$ cat src/rtl/strm_pkg.sv
package strm_pkg;
    parameter int ELEM_W   = 8;
    parameter int LANES    = 16;
    parameter int OP_W     = ELEM_W * LANES;
    parameter int WLANES   = LANES / 2;
    parameter int WELEM_W  = ELEM_W * 2;
    parameter int CTRL_W   = 8;
    parameter int FLAG_W   = 6;
    parameter int CTL_SIZE = 0;
    parameter int CTL_FMT  = 6;
    parameter int FL_CARRY = 0;
    parameter int FL_ZERO  = 1;
    parameter int FL_SIGN  = 2;
    parameter int FL_OVFL  = 3;
    parameter int FL_AUX   = 4;
    parameter int FL_PAR   = 5;

    typedef enum logic [0:0] {
        ST_IDLE = 1'b0,
        ST_EMIT = 1'b1
    } strm_state_e;
endpackage

$ cat src/rtl/strm_lane_tagger.sv
module strm_lane_tagger
    import strm_pkg::*;
(
    input  logic [OP_W-1:0]  op,
    input  logic             word_mode,
    output logic [LANES-1:0] valid,
    output logic             any_null
);
    logic [LANES-1:0]  null_b;
    logic [WLANES-1:0] null_w;
    logic [LANES-1:0]  null_sel;

    genvar gi;
    generate
        for (gi = 0; gi < LANES; gi++) begin : g_bnull
            assign null_b[gi] = (op[gi*ELEM_W +: ELEM_W] == '0);
        end
        for (gi = 0; gi < WLANES; gi++) begin : g_wnull
            assign null_w[gi] = (op[gi*WELEM_W +: WELEM_W] == '0);
        end
    endgenerate

    always_comb begin
        if (word_mode) null_sel = {{(LANES-WLANES){1'b0}}, null_w};
        else           null_sel = null_b;
    end

    assign any_null = |null_sel;

    // prefix scan: a lane stays valid until a terminator has been seen
    always_comb begin
        logic seen;
        seen  = 1'b0;
        valid = '0;
        for (int i = 0; i < LANES; i++) begin
            seen = seen | null_sel[i];
            valid[i] = !seen && (!word_mode || (i < WLANES));
        end
    end
endmodule

$ cat src/rtl/strm_result_fmt.sv
module strm_result_fmt
    import strm_pkg::*;
(
    input  logic [LANES-1:0] res,
    input  logic             word_mode,
    input  logic             mask_mode,
    output logic [LANES-1:0] eff_res,
    output logic [OP_W-1:0]  data
);
    always_comb begin
        if (word_mode) eff_res = {{(LANES-WLANES){1'b0}}, res[WLANES-1:0]};
        else           eff_res = res;
    end

    always_comb begin
        data = '0;
        if (!mask_mode) begin
            data[LANES-1:0] = eff_res;
        end else if (word_mode) begin
            for (int j = 0; j < WLANES; j++)
                data[j*WELEM_W +: WELEM_W] = {WELEM_W{eff_res[j]}};
        end else begin
            for (int i = 0; i < LANES; i++)
                data[i*ELEM_W +: ELEM_W] = {ELEM_W{eff_res[i]}};
        end
    end
endmodule

$ cat src/rtl/strm_flag_gen.sv
module strm_flag_gen
    import strm_pkg::*;
(
    input  logic [LANES-1:0]  eff_res,
    input  logic              a_null,
    input  logic              b_null,
    output logic [FLAG_W-1:0] flags
);
    always_comb begin
        flags           = '0;
        flags[FL_CARRY] = |eff_res;
        flags[FL_ZERO]  = b_null;
        flags[FL_SIGN]  = a_null;
        flags[FL_OVFL]  = eff_res[0];
        flags[FL_AUX]   = 1'b0;
        flags[FL_PAR]   = 1'b0;
    end
endmodule

$ cat src/rtl/strm_mask_unit.sv
module strm_mask_unit
    import strm_pkg::*;
(
    input  logic              clk,
    input  logic              rst_n,
    input  logic              in_valid,
    input  logic [CTRL_W-1:0] ctrl,
    input  logic [OP_W-1:0]   op_a,
    input  logic [OP_W-1:0]   op_b,
    input  logic [LANES-1:0]  int_res,
    output logic [LANES-1:0]  a_valid,
    output logic [LANES-1:0]  b_valid,
    output logic              out_valid,
    output logic [OP_W-1:0]   out_data,
    output logic [FLAG_W-1:0] out_flags
);
    logic word_mode;
    logic mask_mode;
    logic [1:0] null_any;
    logic [LANES-1:0] valid_v [2];
    logic [OP_W-1:0]  op_v [2];
    logic [LANES-1:0] eff_res;
    logic [OP_W-1:0]  data_d;
    logic [FLAG_W-1:0] flags_d;

    strm_state_e state_q, state_d;

    assign word_mode = ctrl[CTL_SIZE];
    assign mask_mode = ctrl[CTL_FMT];
    assign op_v[0] = op_a;
    assign op_v[1] = op_b;

    genvar gk;
    generate
        for (gk = 0; gk < 2; gk++) begin : g_tag
            strm_lane_tagger u_tag (
                .op        (op_v[gk]),
                .word_mode (word_mode),
                .valid     (valid_v[gk]),
                .any_null  (null_any[gk])
            );
        end
    endgenerate

    assign a_valid = valid_v[0];
    assign b_valid = valid_v[1];

    strm_result_fmt u_fmt (
        .res       (int_res),
        .word_mode (word_mode),
        .mask_mode (mask_mode),
        .eff_res   (eff_res),
        .data      (data_d)
    );

    strm_flag_gen u_flags (
        .eff_res (eff_res),
        .a_null  (null_any[0]),
        .b_null  (null_any[1]),
        .flags   (flags_d)
    );

    // state register
    always_ff @(posedge clk) begin
        if (!rst_n) state_q <= ST_IDLE;
        else        state_q <= state_d;
    end

    // transitions: T_ACCEPT, T_CHAIN, T_DRAIN
    always_comb begin
        state_d = state_q;
        unique case (state_q)
            ST_IDLE: if (in_valid)  state_d = ST_EMIT;
            ST_EMIT: if (!in_valid) state_d = ST_IDLE;
            default: state_d = ST_IDLE;
        endcase
    end

    // output register
    always_ff @(posedge clk) begin
        if (!rst_n) begin
            out_data  <= '0;
            out_flags <= '0;
        end else if (in_valid) begin
            out_data  <= data_d;
            out_flags <= flags_d;
        end
    end

    assign out_valid = (state_q == ST_EMIT);

    AST_STROBE_FOLLOWS: assert property (@(posedge clk) disable iff (!rst_n) in_valid |=> out_valid);
    AST_NO_SPURIOUS: assert property (@(posedge clk) disable iff (!rst_n) !in_valid |=> !out_valid);
    AST_AUX_PAR_CLEAR: assert property (@(posedge clk) disable iff (!rst_n) out_valid |-> (out_flags[FL_AUX] == 1'b0 && out_flags[FL_PAR] == 1'b0));
    AST_CARRY_MATCH: assert property (@(posedge clk) disable iff (!rst_n) out_valid |-> (out_flags[FL_CARRY] == (|out_data)));
    AST_OVFL_MATCH: assert property (@(posedge clk) disable iff (!rst_n) out_valid |-> (out_flags[FL_OVFL] == out_data[0]));
    AST_VALID_PREFIX_A: assert property (@(posedge clk) disable iff (!rst_n) ((a_valid + 1'b1) & a_valid) == '0);
    AST_VALID_PREFIX_B: assert property (@(posedge clk) disable iff (!rst_n) ((b_valid + 1'b1) & b_valid) == '0);
    AST_WORD_UPPER_OFF: assert property (@(posedge clk) disable iff (!rst_n) word_mode |-> (a_valid[LANES-1:WLANES] == '0 && b_valid[LANES-1:WLANES] == '0));
endmodule

$ cat config.mk
export PLATFORM = sky130hd
export DESIGN_NAME = strm_mask_unit
export DESIGN_NICKNAME = d
export VERILOG_FILES = /design/src/rtl/strm_pkg.sv /design/src/rtl/strm_lane_tagger.sv /design/src/rtl/strm_result_fmt.sv /design/src/rtl/strm_flag_gen.sv /design/src/rtl/strm_mask_unit.sv
export SDC_FILE = /design/constraint.sdc
export NUM_CORES = 1
export LEC_CHECK = 0
export BUFFER_PORTS_ARGS = -buffer_cell sky130_fd_sc_hd__buf_2
export CORE_AREA = 2 2 177 179
export DETAILED_ROUTE_END_ITERATION = 10
export DIE_AREA = 0 0 179 181
export GPL_ROUTABILITY_DRIVEN = 1
export PLACE_DENSITY = 0.48
export SYNTH_ARGS = -nofsm -noshare
export SYNTH_HDL_FRONTEND = slang
export SYNTH_SLANG_ARGS = --single-unit
export TNS_END_PERCENT = 1
$ cat constraint.sdc
create_clock -name clk -period 1.7 [get_ports clk]
set_input_delay 0.255 -clock clk [delete_from_list [all_inputs] [get_ports clk]]
set_output_delay 0.255 -clock clk [all_outputs]
set_load 0.01 [all_outputs]
# Yosys cells after proc, flatten, opt, wreduce, memory -nomap -nowiden
# Cells that the tools add are included.
[op_classes]
reduce_logical = 100
n_mux = 7
n_eq_ne = 0
bitwise = 30
n_div = 0
multipliers = 0
shift = 0
addsub = 0
n_lt_le_gt_ge = 0
[op_table]
columns = ["op", "count"]
rows = [
  ["$logic_not 16->1", 16],
  ["$logic_not 8->1", 32],
  ["$mux 128", 1],
  ["$mux 112", 1],
  ["$mux 16", 4],
  ["$reduce_or 16->1", 3],
  ["$logic_not 1->1", 33],
  ["$or 1x1->1", 30],
  ["$logic_and 1x1->1", 16],
  ["$mux 1", 1],
]
[totals]
elab_cells = 140
in_bits = 283
ff_bits = 133
romBits = 0
memories = 0
latch_bits = 0
ramBits = 0
output_inout_bits = 167

# Longest topological paths before layout
[depth]
depth_word = 19
ltp_mapped = 5
depth_no_buf = 5

# Cells and area by module
# From an unflattened synthesis, not the netlist that was laid out.
[unflattened]
hier_cells = 816
area_unflattened_um2 = 7624.8
[by_module_without_submodules]
columns = ["module", "area_per_inst_um2", "seq_area_each_um2", "cells_each", "n_inst"]
rows = [
  ["strm_mask_unit", 5082.4, 2702.6, 434, 1],
  ["strm_result_fmt", 1303.8, 0.0, 189, 1],
  ["strm_lane_tagger", 583.1, 0.0, 91, 2],
  ["strm_flag_gen", 72.6, 0.0, 11, 1],
]

# Least setup slack after synthesis
# No wires, ideal clock.
[synth_timing]
path_type = "input-to-output"
startpoint = "in op_b[0]"
endpoint = "out b_valid[6]"
n_path_buf = 0
setup_slack_ns = -0.075
arrival_ns = 1.520
stages = 5
required_ns = 1.445
path_cell_list = "nor4_1 -> nand2_1 -> nand4_1 -> a22oi_1 -> nor4b_1"
[synth_between]
elab_chain_cells = 9
elab_cells_between_ends = 10
cone_classes = "mux (1); bitwise (6); reduce/logical (3)"
[synth_lines]
columns = ["element", "line", "rtl"]
rows = [
  ["start: declaration", "strm_mask_unit.sv:9", "input logic [OP_W-1:0] op_b,"],
  ["$logic_not 16->1 or $logic_not 8->1 (tied branches)", "strm_lane_tagger.sv:19, strm_lane_tagger.sv:16", ""],
  ["$mux 16 (*)", "strm_lane_tagger.sv:24", "if (word_mode) null_sel = {{(LANES-WLANES){1'b0}}, null_w};"],
  ["$or 1x1->1 (*) (6 in a row)", "strm_lane_tagger.sv:36", "seen = seen | null_sel[i];"],
  ["$logic_not 1->1 (*)", "strm_lane_tagger.sv:37", "valid[i] = !seen && (!word_mode || (i < WLANES));"],
  ["end: declaration", "strm_mask_unit.sv:12", "output logic [LANES-1:0] b_valid,"],
]
# Every way passes the cells marked *; elsewhere a longest branch is shown, timed or not.

# Final worst setup path
[layout_timing]
startpoint = "in op_b[14]"
endpoint = "out b_valid[13]"
[layout_between]
elab_chain_cells = 17
elab_cells_between_ends = 18
cone_classes = "mux (1); bitwise (13); reduce/logical (4)"
[layout_lines]
columns = ["element", "line"]
rows = [
  ["$logic_not 16->1 or $logic_not 8->1 (tied branches)", "strm_lane_tagger.sv:19, strm_lane_tagger.sv:16"],
  ["$mux 16 (*)", "strm_lane_tagger.sv:24"],
  ["$or 1x1->1 (*) (13 in a row)", "strm_lane_tagger.sv:36"],
  ["$logic_not 1->1 (*)", "strm_lane_tagger.sv:37"],
  ["$logic_and 1x1->1 (*)", "strm_lane_tagger.sv:37"],
]
# Marked as above.

==> reports/results.tsv <==
stage	metric	value	unit
layout	num-nets-final	1136	
critical_path	start_kind	input pin	
yosys	yosysWarnings	0	
power_and_ir_drop	leakagePower	3.25	nW
drt	finalWirelength	19.1	mm
power_and_ir_drop	vdd_drop_max	0.000343	V
clock_tree	path_clk_slew	0.06	ns
sta	fin_skew	0	ns
drt	first_iter_violations	125	
yosys	netlist_instances	448	
drt	vias_per_cell	3.86	
critical_path	cp_max_fo	3	
clock_tree	cts_buffers	5	
sta	relSlewSlack	60.6	%
outcome	violations	negative setup slack	
global_routing	gr-usage-all-layers	10.8	%
sta	hold_viol	0	
place	postPlaceCellArea	0.00571	mm2
critical_path	crit_arrival	1.68	ns
critical_path	crit_type	input pin to output port	
sta	rsz0062_at_grt	true	
clock_tree	postCtsHoldBufs	0	
sta	report.final.slew_viol_count	0	
sta	setup_viol_count_final	28	
place	finalWeightedCongestion	0.836	
drt	vias	4828	
place	dp_hpwl	16.2	mm
sta	period_share	114	%
global_routing	grt_max_degree	27	
critical_path	critPathRequiredTime	1.44	ns
yosys	synth_cell_type_count	40	
global_routing	antenna_found_initial	2	
global_routing	grt_pass1_vias	4599	
layout	fin_area	0.00646	mm2
sta	worst_pin_slew	0.587	ns
die	dieHeight	181	um
die	die_w	179	um
sta	timing.fmax	0.517	GHz
power_and_ir_drop	powerDensity	512	mW/mm2
drt	drtPass1Iterations	4	
sta	fin_crit	1.94	ns
die	start_util	10.9	%
drt	wire_per_inst	15.3	um
yosys	synth_area	0.00331	mm2
clock_tree	cts-root-buf	clkbuf_16	
critical_path	end_kind	output port	
min_path	hold_path_class	input pin to flip-flop	
die	die_area	0.0324	mm2
place	numPortBuffers	441	
outcome	status	finished with violations	
clock_tree	htree_num_levels	2	
yosys	avgSynthCellArea	7.40	um2
clock_tree	clkLatencyLatePin	0.28	ns
clock_tree	cts_buffer_depth	2	
drt	antenna_left	0	
power_and_ir_drop	total_power	3.30	mW
global_routing	grt_pass1_wl	26.5	mm
flow_run	drv_cap	0	
yosys	synth_seq_cells	34	
die	design.core.area	0.0303	mm2
die	fp-row-count	64	
sta	layout_setup_ws	-0.235	ns
layout	syn_to_final_growth	94.9	%
drt	drc_errors	0	
yosys	synth_seq_area_share	20.5	%
die	io_pins	450	
layout	drive_above_1_share	66.6	%
global_routing	grt-ovfl-total	0	
clock_tree	cts_sinks	34	
clock_tree	cts_tree	yes	
## registers in the layout (all words and copies together) (netlist names)
name and flops:
out_data 30, out_valid 1, out_flags 3
## placed cells by master (no fill, tap or decap), drive strengths merged, types with 3 or more instances in the layout
master / netlist / routed
nor2: 17 / 17
clkbuf: 11 / 5
o221ai: 6 / 6
and3: 4 / 4
a21oi: 29 / 29
buf: 104 / 512
nor4: 66 / 66
nand2: 38 / 38
nand4: 4 / 4
nor3b: 4 / 4
o22ai: 15 / 15
nor3: 4 / 4
dfxtp: 34 / 34
nand3: 7 / 7
a41oi: 4 / 4
nor2b: 3 / 3
o21ai: 21 / 21
and2: 23 / 23
inv: 15 / 15
mux2i: 14 / 14
and4: 4 / 4
## final cells by class
class / count / area, um2
clock buffers: 5 / 125
diodes: 1 / 2.50
clock inverters: 3 / 68.8
flip-flops and latches: 34 / 681
multi-input cells: 285 / 2130
fillers: 3424 / 23900
well taps: 396 / 495
inverters: 15 / 63.8
repair buffers: 512 / 2890
## repair_timing
item,in CTS,in global routing
gates cloned,0,0
pin swaps,10,17
resized for setup,48,38
endpoints found under the hold margin,0,0
setup buffers,7,2
endpoints found under the setup margin,32,31
## path summary, 6_finish.rpt
check | startpoint | depth (start not counted) | slack (ns) | end
worst min-delay path | int_res[8] | 3 | 0.26 | out_data[8]$_SDFFE_PN0P_
worst max-delay path | op_b[14] | 9 | -0.24 | b_valid[13]
worst max register to register | out_data[103]$_SDFFE_PN0P_ | 3 | 0.77 | out_data[103]$_SDFFE_PN0P_
worst min register to register | out_data[10]$_SDFFE_PN0P_ | 2 | 0.50 | out_data[10]$_SDFFE_PN0P_
## kinds of logic after synthesis
| kind of cell | synth area share (%) |
|---|---|
| other | 0.113 |
| multiplexers | 4.23 |
| buffers and inverters | 26.2 |
| AND/OR/NAND/NOR | 29.9 |
| AO/OA/AOI/OAI | 18.9 |
| flip-flops | 20.5 |
## cells in the mapped netlist, drive strengths merged
master	count	area share (%)
a221oi	2	1.6
nor3b	4	0.91
and4	4	1.1
o221ai	6	2.2
nor2	17	1.9
conb	1	0.11
a21boi	2	0.45
nand4b	1	0.26
a21o	2	0.45
dfxtp	34	21
nor4b	2	0.53
a211oi	2	0.45
a22oi	2	0.45
nand2b	1	0.19
and3	4	0.76
o22ai	15	2.8
clkbuf	11	1.2
nor2b	3	0.57
o41ai	1	0.26
mux2i	14	4.2
nand3	7	1.1
or4	1	0.23
a21oi	29	4.4
a32o	2	0.60
a222oi	2	0.60
nand2	38	4.3
inv	15	1.7
a41oi	4	1.5
nand4	4	0.76
nor3	4	0.60
and2	23	4.3
buf	104	23
o21ai	21	3.2
nor4	66	12
## critical path, cell delays in order
cell,delay (ns)
buf_8,0.10
nor4_4,0.29
nand2_1,0.10
buf_6,0.14
o221ai_4,0.24
a221oi_4,0.12
buf_6,0.15
and3_4,0.16
buf_6,0.11
## metrics by stage
step / cells / setup slack (ns) / TNS, ns / hold slack, ns / util, %
floorplan: 449 / -0.0753 / -0.200 / 0.383 / -
global placement: 1235 / -0.545 / -11.06 / 0.480 / 18.8
detailed placement: 1235 / -0.517 / -10.96 / 0.485 / 18.8
CTS: 1248 / -0.282 / -5.50 / 0.260 / 20.4
global route: 1250 / -0.327 / -6.94 / 0.293 / 21.3
finish: 1251 / -0.235 / -4.43 / 0.259 / 21.3
## layer usage
layer / track usage (%) / wire length [um] / up-vias
met5: 0 / 13 / -
met2: 18.3 / 9030 / 215
met3: 3.37 / 1810 / 21
met4: 2.15 / 220 / 2
li1: - / - / 2371
met1: 13.5 / 8000 / 2219
## where the power goes
| group | switching, mW | internal [mW] |
|---|---|---|
| Combinational | 0.579 | 0.603 |
| Sequential | 0.0444 | 0.845 |
| Clock | 0.388 | 0.843 |
| Total | 1.01 | 2.29 |
(Power assumes the default switching activity.)
